`config.mk`:
```
export PLATFORM = sky130hd
export DESIGN_NAME = pc_branch_seq
export DESIGN_NICKNAME = d
export VERILOG_FILES = /design/src/rtl/pcseq_pkg.sv /design/src/rtl/pcseq_cond_eval.sv /design/src/rtl/pcseq_pc_unit.sv /design/src/rtl/pcseq_stack_seq.sv /design/src/rtl/pc_branch_seq.sv
export SDC_FILE = /design/constraint.sdc
export NUM_CORES = 1
export LEC_CHECK = 0
export BUFFER_PORTS_ARGS = -buffer_cell sky130_fd_sc_hd__buf_4
export CAP_MARGIN = 30
export CORE_UTILIZATION = 55
export DETAILED_ROUTE_END_ITERATION = 6
export PLACE_DENSITY_LB_ADDON = 0.3
export SYNTH_ARGS = -nofsm -noshare
export SYNTH_HDL_FRONTEND = slang
export SYNTH_SLANG_ARGS = --single-unit
export TNS_END_PERCENT = 30
```
`constraint.sdc`:
```
create_clock -name clk -period 4.8 [get_ports clk]
set_input_delay 0.72 -clock clk [delete_from_list [all_inputs] [get_ports clk]]
set_output_delay 0.72 -clock clk [all_outputs]
set_load 0.05 [all_outputs]
```
`src/rtl/pcseq_pkg.sv`:
```
`timescale 1ns/1ps
package pcseq_pkg;
  localparam int ADDR_W = 16;
  localparam int BYTE_W = 8;

  typedef enum logic [3:0] {
    CMD_NOP   = 4'd0,
    CMD_FETCH = 4'd1,
    CMD_JP    = 4'd2,
    CMD_JPHL  = 4'd3,
    CMD_JR    = 4'd4,
    CMD_CALL  = 4'd5,
    CMD_RET   = 4'd6,
    CMD_RETI  = 4'd7,
    CMD_LDSP  = 4'd8
  } cmd_e;

  typedef enum logic [2:0] {
    ST_IDLE, ST_PUSH_HI, ST_PUSH_LO, ST_POP_LO, ST_POP_HI, ST_POP_FIN
  } seq_st_e;

  // Condition test: bit 2 low means unconditional
  function automatic logic cond_holds(input logic [2:0] cc, input logic z, input logic c);
    logic r;
    if (!cc[2]) r = 1'b1;
    else begin
      case (cc[1:0])
        2'b00:   r = !z;
        2'b01:   r = z;
        2'b10:   r = !c;
        default: r = c;
      endcase
    end
    return r;
  endfunction

  // Relative target: sign-extended displacement added modulo 2^16
  function automatic logic [ADDR_W-1:0] rel_target(input logic [ADDR_W-1:0] base,
                                                   input logic [BYTE_W-1:0] off);
    return base + {{(ADDR_W-BYTE_W){off[BYTE_W-1]}}, off};
  endfunction
endpackage

```
`src/rtl/pcseq_cond_eval.sv`:
```
`timescale 1ns/1ps
module pcseq_cond_eval
  import pcseq_pkg::*;
(
  input  logic [2:0] cond,
  input  logic       flag_z,
  input  logic       flag_c,
  output logic       taken
);
  assign taken = cond_holds(cond, flag_z, flag_c);
endmodule

```
`src/rtl/pcseq_pc_unit.sv`:
```
`timescale 1ns/1ps
module pcseq_pc_unit
  import pcseq_pkg::*;
#(
  parameter logic [ADDR_W-1:0] RESET_PC = 16'h0100
) (
  input  logic              clk,
  input  logic              rst_n,
  input  logic              inc,
  input  logic              ld_abs,
  input  logic [ADDR_W-1:0] abs_val,
  input  logic              ld_rel,
  input  logic [BYTE_W-1:0] rel_off,
  input  logic              cap_call,
  input  logic              ld_call,
  input  logic              ld_stack,
  input  logic [ADDR_W-1:0] stack_val,
  output logic [ADDR_W-1:0] pc
);
  logic [ADDR_W-1:0] pc_q, pc_d, call_tgt_q;

  always_comb begin
    pc_d = pc_q;
    if (ld_stack)     pc_d = stack_val;
    else if (ld_call) pc_d = call_tgt_q;
    else if (ld_abs)  pc_d = abs_val;
    else if (ld_rel)  pc_d = rel_target(pc_q, rel_off);
    else if (inc)     pc_d = pc_q + 1'b1;
  end

  always_ff @(posedge clk or negedge rst_n) begin
    if (!rst_n) begin
      pc_q       <= RESET_PC;
      call_tgt_q <= '0;
    end else begin
      pc_q <= pc_d;
      if (cap_call) call_tgt_q <= abs_val;
    end
  end

  assign pc = pc_q;

  // a lone step advances by exactly one
  a_r2_fetch_step: assert property (@(posedge clk) disable iff (!rst_n)
    (inc && !ld_stack && !ld_call && !ld_abs && !ld_rel) |=> pc_q == $past(pc_q) + 16'd1);

  // relative move lands at old PC plus signed displacement
  a_r4_rel_move: assert property (@(posedge clk) disable iff (!rst_n)
    (ld_rel && !ld_stack && !ld_call && !ld_abs) |=>
      $signed(pc_q - $past(pc_q)) == $signed({{8{$past(rel_off[7])}}, $past(rel_off)}));

  // the end of a push installs the captured call target
  a_r6_call_target: assert property (@(posedge clk) disable iff (!rst_n)
    (ld_call && !ld_stack) |=> pc_q == $past(call_tgt_q));
endmodule

```
`src/rtl/pcseq_stack_seq.sv`:
```
`timescale 1ns/1ps
module pcseq_stack_seq
  import pcseq_pkg::*;
#(
  parameter logic [ADDR_W-1:0] RESET_SP = 16'hFFFE
) (
  input  logic              clk,
  input  logic              rst_n,
  input  logic              start_push,
  input  logic              start_pop,
  input  logic              pop_sets_ie,
  input  logic              ld_sp,
  input  logic [ADDR_W-1:0] sp_val,
  input  logic [ADDR_W-1:0] ret_addr,
  input  logic [BYTE_W-1:0] mem_rdata,
  output logic [ADDR_W-1:0] sp,
  output logic              busy,
  output logic              ie,
  output logic [ADDR_W-1:0] mem_addr,
  output logic [BYTE_W-1:0] mem_wdata,
  output logic              mem_we,
  output logic              mem_re,
  output logic              push_done,
  output logic              pop_done,
  output logic [ADDR_W-1:0] pop_val
);
  seq_st_e           st_q, st_d;
  logic [ADDR_W-1:0] sp_q, sp_d;
  logic [BYTE_W-1:0] lo_q;
  logic              ie_q, reti_q;

  always_comb begin
    st_d = st_q;
    sp_d = sp_q;
    case (st_q)
      ST_IDLE: begin
        if (start_push)     st_d = ST_PUSH_HI;
        else if (start_pop) st_d = ST_POP_LO;
        else if (ld_sp)     sp_d = sp_val;
      end
      ST_PUSH_HI: begin sp_d = sp_q - 1'b1; st_d = ST_PUSH_LO; end
      ST_PUSH_LO: begin sp_d = sp_q - 1'b1; st_d = ST_IDLE;    end
      ST_POP_LO:  begin sp_d = sp_q + 1'b1; st_d = ST_POP_HI;  end
      ST_POP_HI:  begin sp_d = sp_q + 1'b1; st_d = ST_POP_FIN; end
      ST_POP_FIN: st_d = ST_IDLE;
      default:    st_d = ST_IDLE;
    endcase
  end

  always_ff @(posedge clk or negedge rst_n) begin
    if (!rst_n) begin
      st_q   <= ST_IDLE;
      sp_q   <= RESET_SP;
      lo_q   <= '0;
      ie_q   <= 1'b0;
      reti_q <= 1'b0;
    end else begin
      st_q <= st_d;
      sp_q <= sp_d;
      if (st_q == ST_IDLE && start_pop) reti_q <= pop_sets_ie;
      if (st_q == ST_POP_HI)            lo_q   <= mem_rdata;
      if (st_q == ST_POP_FIN && reti_q) ie_q   <= 1'b1;
    end
  end

  assign mem_we    = (st_q == ST_PUSH_HI) || (st_q == ST_PUSH_LO);
  assign mem_re    = (st_q == ST_POP_LO)  || (st_q == ST_POP_HI);
  assign mem_addr  = mem_we ? sp_q - 1'b1 : sp_q;
  assign mem_wdata = (st_q == ST_PUSH_HI) ? ret_addr[ADDR_W-1:BYTE_W] : ret_addr[BYTE_W-1:0];
  assign push_done = (st_q == ST_PUSH_LO);
  assign pop_done  = (st_q == ST_POP_FIN);
  assign pop_val   = {mem_rdata, lo_q};
  assign busy      = (st_q != ST_IDLE);
  assign sp        = sp_q;
  assign ie        = ie_q;

  // the second push byte goes one address below the first
  a_r6_push_walk: assert property (@(posedge clk) disable iff (!rst_n)
    (st_q == ST_PUSH_HI) |=> mem_we && mem_addr == $past(mem_addr) - 16'd1);

  // the second pop byte comes from one address above the first
  a_r7_pop_walk: assert property (@(posedge clk) disable iff (!rst_n)
    (st_q == ST_POP_LO) |=> mem_re && mem_addr == $past(mem_addr) + 16'd1);

  // interrupt enable never drops once set
  a_r8_ie_sticky: assert property (@(posedge clk) disable iff (!rst_n)
    ie_q |=> ie_q);

  // an idle stack-pointer load takes the HL value
  a_r9_sp_load: assert property (@(posedge clk) disable iff (!rst_n)
    (st_q == ST_IDLE && ld_sp && !start_push && !start_pop) |=> sp_q == $past(sp_val));

  // one strobe at a time
  a_r11_one_strobe: assert property (@(posedge clk) disable iff (!rst_n)
    !(mem_we && mem_re));
endmodule

```
`src/rtl/pc_branch_seq.sv`:
```
`timescale 1ns/1ps
module pc_branch_seq
  import pcseq_pkg::*;
#(
  parameter logic [15:0] RESET_PC = 16'h0100,
  parameter logic [15:0] RESET_SP = 16'hFFFE
) (
  input  logic        clk,
  input  logic        rst_n,
  input  logic [3:0]  cmd,
  input  logic [2:0]  cond,
  input  logic [15:0] imm16,
  input  logic [7:0]  rel8,
  input  logic [15:0] hl,
  input  logic        flag_z,
  input  logic        flag_c,
  output logic [15:0] pc,
  output logic [15:0] sp,
  output logic        busy,
  output logic        ie,
  output logic [15:0] mem_addr,
  output logic [7:0]  mem_wdata,
  output logic        mem_we,
  output logic        mem_re,
  input  logic [7:0]  mem_rdata
);
  logic        taken, accept;
  logic        do_inc, do_jp, do_jphl, do_jr, do_call, do_pop, do_reti, do_ldsp;
  logic        push_done, pop_done, pc_load_evt, cond_skip;
  logic [15:0] abs_val, pop_val;

  pcseq_cond_eval u_cond (
    .cond(cond), .flag_z(flag_z), .flag_c(flag_c), .taken(taken)
  );

  // Commands are only acted on while no stack sequence runs
  assign accept  = !busy;
  assign do_inc  = accept && (cmd == CMD_FETCH);
  assign do_jp   = accept && (cmd == CMD_JP)   && taken;
  assign do_jphl = accept && (cmd == CMD_JPHL);
  assign do_jr   = accept && (cmd == CMD_JR)   && taken;
  assign do_call = accept && (cmd == CMD_CALL) && taken;
  assign do_reti = accept && (cmd == CMD_RETI);
  assign do_pop  = (accept && (cmd == CMD_RET) && taken) || do_reti;
  assign do_ldsp = accept && (cmd == CMD_LDSP);
  assign abs_val = do_jphl ? hl : imm16;

  assign cond_skip = accept && !taken &&
                     ((cmd == CMD_JP) || (cmd == CMD_JR) || (cmd == CMD_CALL) || (cmd == CMD_RET));
  assign pc_load_evt = push_done || pop_done;

  pcseq_pc_unit #(.RESET_PC(RESET_PC)) u_pc (
    .clk(clk), .rst_n(rst_n),
    .inc(do_inc),
    .ld_abs(do_jp || do_jphl), .abs_val(abs_val),
    .ld_rel(do_jr), .rel_off(rel8),
    .cap_call(do_call), .ld_call(push_done),
    .ld_stack(pop_done), .stack_val(pop_val),
    .pc(pc)
  );

  pcseq_stack_seq #(.RESET_SP(RESET_SP)) u_stack (
    .clk(clk), .rst_n(rst_n),
    .start_push(do_call), .start_pop(do_pop), .pop_sets_ie(do_reti),
    .ld_sp(do_ldsp), .sp_val(hl),
    .ret_addr(pc), .mem_rdata(mem_rdata),
    .sp(sp), .busy(busy), .ie(ie),
    .mem_addr(mem_addr), .mem_wdata(mem_wdata), .mem_we(mem_we), .mem_re(mem_re),
    .push_done(push_done), .pop_done(pop_done), .pop_val(pop_val)
  );

  // the counter holds during a sequence until its final load
  a_r10_pc_hold: assert property (@(posedge clk) disable iff (!rst_n)
    (busy && !pc_load_evt) |=> $stable(pc));

  // a failed condition moves nothing and starts no sequence
  a_r5_skip_quiet: assert property (@(posedge clk) disable iff (!rst_n)
    cond_skip |=> !busy && $stable(pc) && $stable(sp));

  // strobes only inside a sequence
  a_r11_strobe_in_seq: assert property (@(posedge clk) disable iff (!rst_n)
    !busy |-> !mem_we && !mem_re);

  // unused codes leave state untouched
  a_r12_nop_codes: assert property (@(posedge clk) disable iff (!rst_n)
    (accept && (cmd == CMD_NOP || cmd > CMD_LDSP)) |=> $stable(pc) && $stable(sp) && !busy);
endmodule

```
==> flow_summary_export.csv <==
group,metric,value,unit
run_status,status,"finished clean",
clock_network,holdBufCountCts,0,
synthesis,synthArstFlopShare,1.00,
worst_setup_path,arrival,4.37,ns
floorplan,core_area,0.00838,mm²
synthesis,synth_nets,637,
layout,syn_to_final_growth,21.6,%
clock_network,cts_num_sinks,61,
placement,gp_congestion,0.959,
global_routing,grtUsageTotal,0.337,
power,finalPower,4.75,mW
synthesis,avgSynthCellArea,8.54,µm²
worst_setup_path,cp_top_family,"simple AND/OR/NAND/NOR gates",
sta,worstMarginPinSlew,0.799,ns
worst_setup_path,worstPathMaxFanout,12,
synthesis,ys_seq_area_frac,0.319,
power,p_comb_frac,0.656,
synthesis,synth_edf_count,0,
global_routing,antenna_found_initial,0,
route,drt_first_pass_iters,5,
worst_setup_path,slowest_delay,0.55,ns
sta,hold_viol,0,
worst_setup_path,crit_chain,"or2_4 > nor3b_2 > nand2_1 > nor3_1 > nand2b_1 > ha_1 > fa_1 > a211o_1 > a21o_1 > a2111oi_4 > mux2i_1 > xnor2_1 > a21oi_1 > nor2_1",
synthesis,synth_flop_cell,"dfrtp_1",
clock_network,clock_path_buffers,2,
synthesis,synth_area,0.00484,mm²
route,vias_per_cell,6.48,
global_routing,grt_max_degree,62,
global_routing,grt_pass1_vias,4589,
floorplan,dieArea,0.00919,mm²
sta,setup_violations,0,
clock_network,ctsRootBufferMaster,"clkbuf_8",
sta,maxSlewHeadroom,0.467,
power,p_per_area,807,mW/mm²
route,drc_errors,0,
power,p_clk_frac,0.088,
sta,rsz0062_at_grt,"no",
sta,clock_skew,0.0122,ns
worst_setup_path,worstReg2RegEnd,"u_pc.pc[14]",
clock_network,post_cts_resized,0,
power,p_sw_frac,0.564,
layout,nets,734,
route,antenna_left,0,
synthesis,synthCells,567,
synthesis,yosysUniqueCellTypes,76,
floorplan,die_x,95.8,µm
layout,antennaDiodeCount,0,
worst_setup_path,critPathKind,"flip-flop to flip-flop",
route,drt_iter0_markers,545,
synthesis,ys_seq_elements,61,
global_routing,grt_first_pass_wirelength,23.1,mm
layout,layout-drive-gt1-share,0.296,
clock_network,cts_setup_buffers,0,
placement,numPortBuffers,118,
power,p_sw,2.68,mW
sta,setup-tns-final,0,ns
worst_setup_path,reg2regPathDepth,14,
clock_network,cts_buffers,9,
clock_network,clk_pin_slew,0.08,ns
global_routing,overflow,0,
clock_network,cts_max_level,3,
power,seqPwrFrac,0.256,
clock_network,clk-insertion-delay-late,0.36,ns
synthesis,ys_warn_count,0,
worst_setup_path,crit_slowest_cell,"dfrtp_1",
sta,fin_crit,4.13,ns
sta,fin_crit_sh,0.860,
clock_network,cts_tree,"yes",
worst_setup_path,crit_buf_inv,0,
sta,fmax,242,MHz
flow_run,cap_violations,0,
power,cell_internal_pwr,2.07,mW
sta,drv_slew,0,
placement,post-dp-hpwl,10.9,mm
floorplan,io_pins,119,
floorplan,die_h,95.8,µm
power,p_leak,2.67,nW
worst_setup_path,crit_required,5.05,ns
worst_setup_path,r2r_start,"u_stack.st_q[1]",
worst_setup_path,rrSetupSlack,0.67,ns
power,ir_worst_vdd,585,µV
route,vias,5014,
route,avgRoutedWirePerCell,19.3,µm
min_path,hp-class,"primary input to asynchronous set/reset pin",
route,drt-total-wl,14.9,mm
floorplan,row_count,33,
worst_setup_path,cp-start-kind,"flip-flop",
worst_setup_path,end_kind,"flip-flop",
floorplan,initial_utilization,0.578,
state kept, by name, summed over array words and instances (netlist names):
signal	flops
u_pc.call_tgt_q	16
u_pc.pc	16
u_stack.ie	1
u_stack.lo_q	8
u_stack.reti_q	1
u_stack.sp	16
u_stack.st_q	3
worst max path at each step:
stage,from,endpoint,slack [ns],depth (start not counted)
after floorplan,cond[1],u_pc.pc[14],0.72,14
after global placement,cond[1],u_pc.pc[14],0.59,16
after detailed placement,cond[1],u_pc.pc[14],0.42,16
after CTS,u_stack.st_q[1],u_pc.pc[14],0.63,14
after global routing,u_stack.st_q[1],u_pc.pc[14],0.37,14
final,u_stack.st_q[1],u_pc.pc[14],0.67,14
stage by stage:
step	std cells	cell area (µm²)	hold WS [ns]	setup slack (ns)	util
finish	774	5890	0.444	0.674	0.703
global route	774	5890	0.496	0.374	0.703
CTS	774	5890	0.466	0.633	0.703
detailed placement	758	5720	0.452	0.415	0.682
global placement	757	5710	0.443	0.593	0.681
floorplan	567	4840	0.424	0.724	-
layout make-up:
cell class,instances,area (µm²)
Fill cell,649,2490
Timing Repair Buffer,124,931
Inverter,11,41.3
Tap cell,105,131
Clock inverter,7,51.3
Clock buffer,9,124
Sequential cell,61,1550
Multi-Input combinational cell,457,3070
placed cells by master (no fill, tap or decap), types with 9 or more instances in the layout:
cell type    n
nand3_1     10
o22ai_1     10
dfrtp_1     45
nand2_1     50
xnor2_1     19
and3_1       9
o21ai_0     24
mux2_2      18
nor3_1      17
nor2_1      50
o211ai_1     9
and2_1       9
o21ai_1     14
a31oi_1      9
a21oi_1     58
inv_1       10
ha_1        10
clkbuf_8     9
dfstp_2     16
buf_4      124
mux2i_1     20
metal layers:
layer | GRT usage | share of wire | vias to the layer above | wire [µm]
met5 | 0 | 0 | - | 0
met4 | 0.167 | 0.032 | 0 | 471
met1 | 0.455 | 0.42 | 2361 | 6220
li1 | - | - | 2299 | -
met2 | 0.514 | 0.45 | 320 | 6740
met3 | 0.0679 | 0.099 | 34 | 1480
power by group through the flow:
| stage | clock [mW] | sequential (mW) | combinational [mW] |
|---|---|---|---|
| after floorplan | 0 | 1.44 | 1.98 |
| after global placement | 0 | 1.19 | 2.99 |
| after detailed placement | 0 | 1.21 | 3.07 |
| after CTS | 0.417 | 1.20 | 3.08 |
| after global routing | 0.442 | 1.25 | 3.30 |
| final | 0.421 | 1.22 | 3.12 |
Yosys cell counts (8+ instances only):
| cell | instances | area, µm² |
|---|---|---|
| nand2_1 | 50 | 188 |
| o22ai_1 | 10 | 62.6 |
| xnor2_1 | 19 | 166 |
| o211ai_1 | 9 | 67.6 |
| nor3_1 | 17 | 85.1 |
| dfstp_2 | 16 | 420 |
| a21o_1 | 8 | 60.1 |
| a31oi_1 | 9 | 56.3 |
| buf_2 | 16 | 80.1 |
| xor2_1 | 8 | 70.1 |
| nor2_1 | 50 | 188 |
| o21ai_0 | 24 | 120 |
| o21ai_1 | 14 | 70.1 |
| a21oi_1 | 58 | 290 |
| dfrtp_1 | 45 | 1130 |
| mux2_2 | 18 | 203 |
| and2_1 | 9 | 56.3 |
| ha_1 | 10 | 125 |
| nand3_1 | 10 | 50.1 |
| inv_1 | 10 | 37.5 |
| and3_1 | 9 | 56.3 |
| clkbuf_1 | 15 | 56.3 |
| mux2i_1 | 20 | 200 |
cell families (layout without fill, tap and decap cells):
group	count (synthesis)	in the layout	synth area share
fa+ha+maj	11	11	0.0300
mux	39	39	0.0855
compound gates	182	182	0.243
simple gates	198	198	0.226
flops	61	61	0.319
xor+xnor	27	27	0.0488
buf+inv	49	151	0.0475
worst register-to-register path, cell delays in order (launching register included):
cell       delay [ns]
dfrtp_1          0.55
or2_4            0.36
nor3b_2          0.29
nand2_1          0.14
nor3_1           0.48
nand2b_1         0.12
ha_1             0.23
fa_1             0.43
a211o_1          0.36
a21o_1           0.22
a2111oi_4        0.35
mux2i_1          0.13
xnor2_1          0.15
a21oi_1          0.14
nor2_1           0.05
Power figures use the tool's default switching activity.
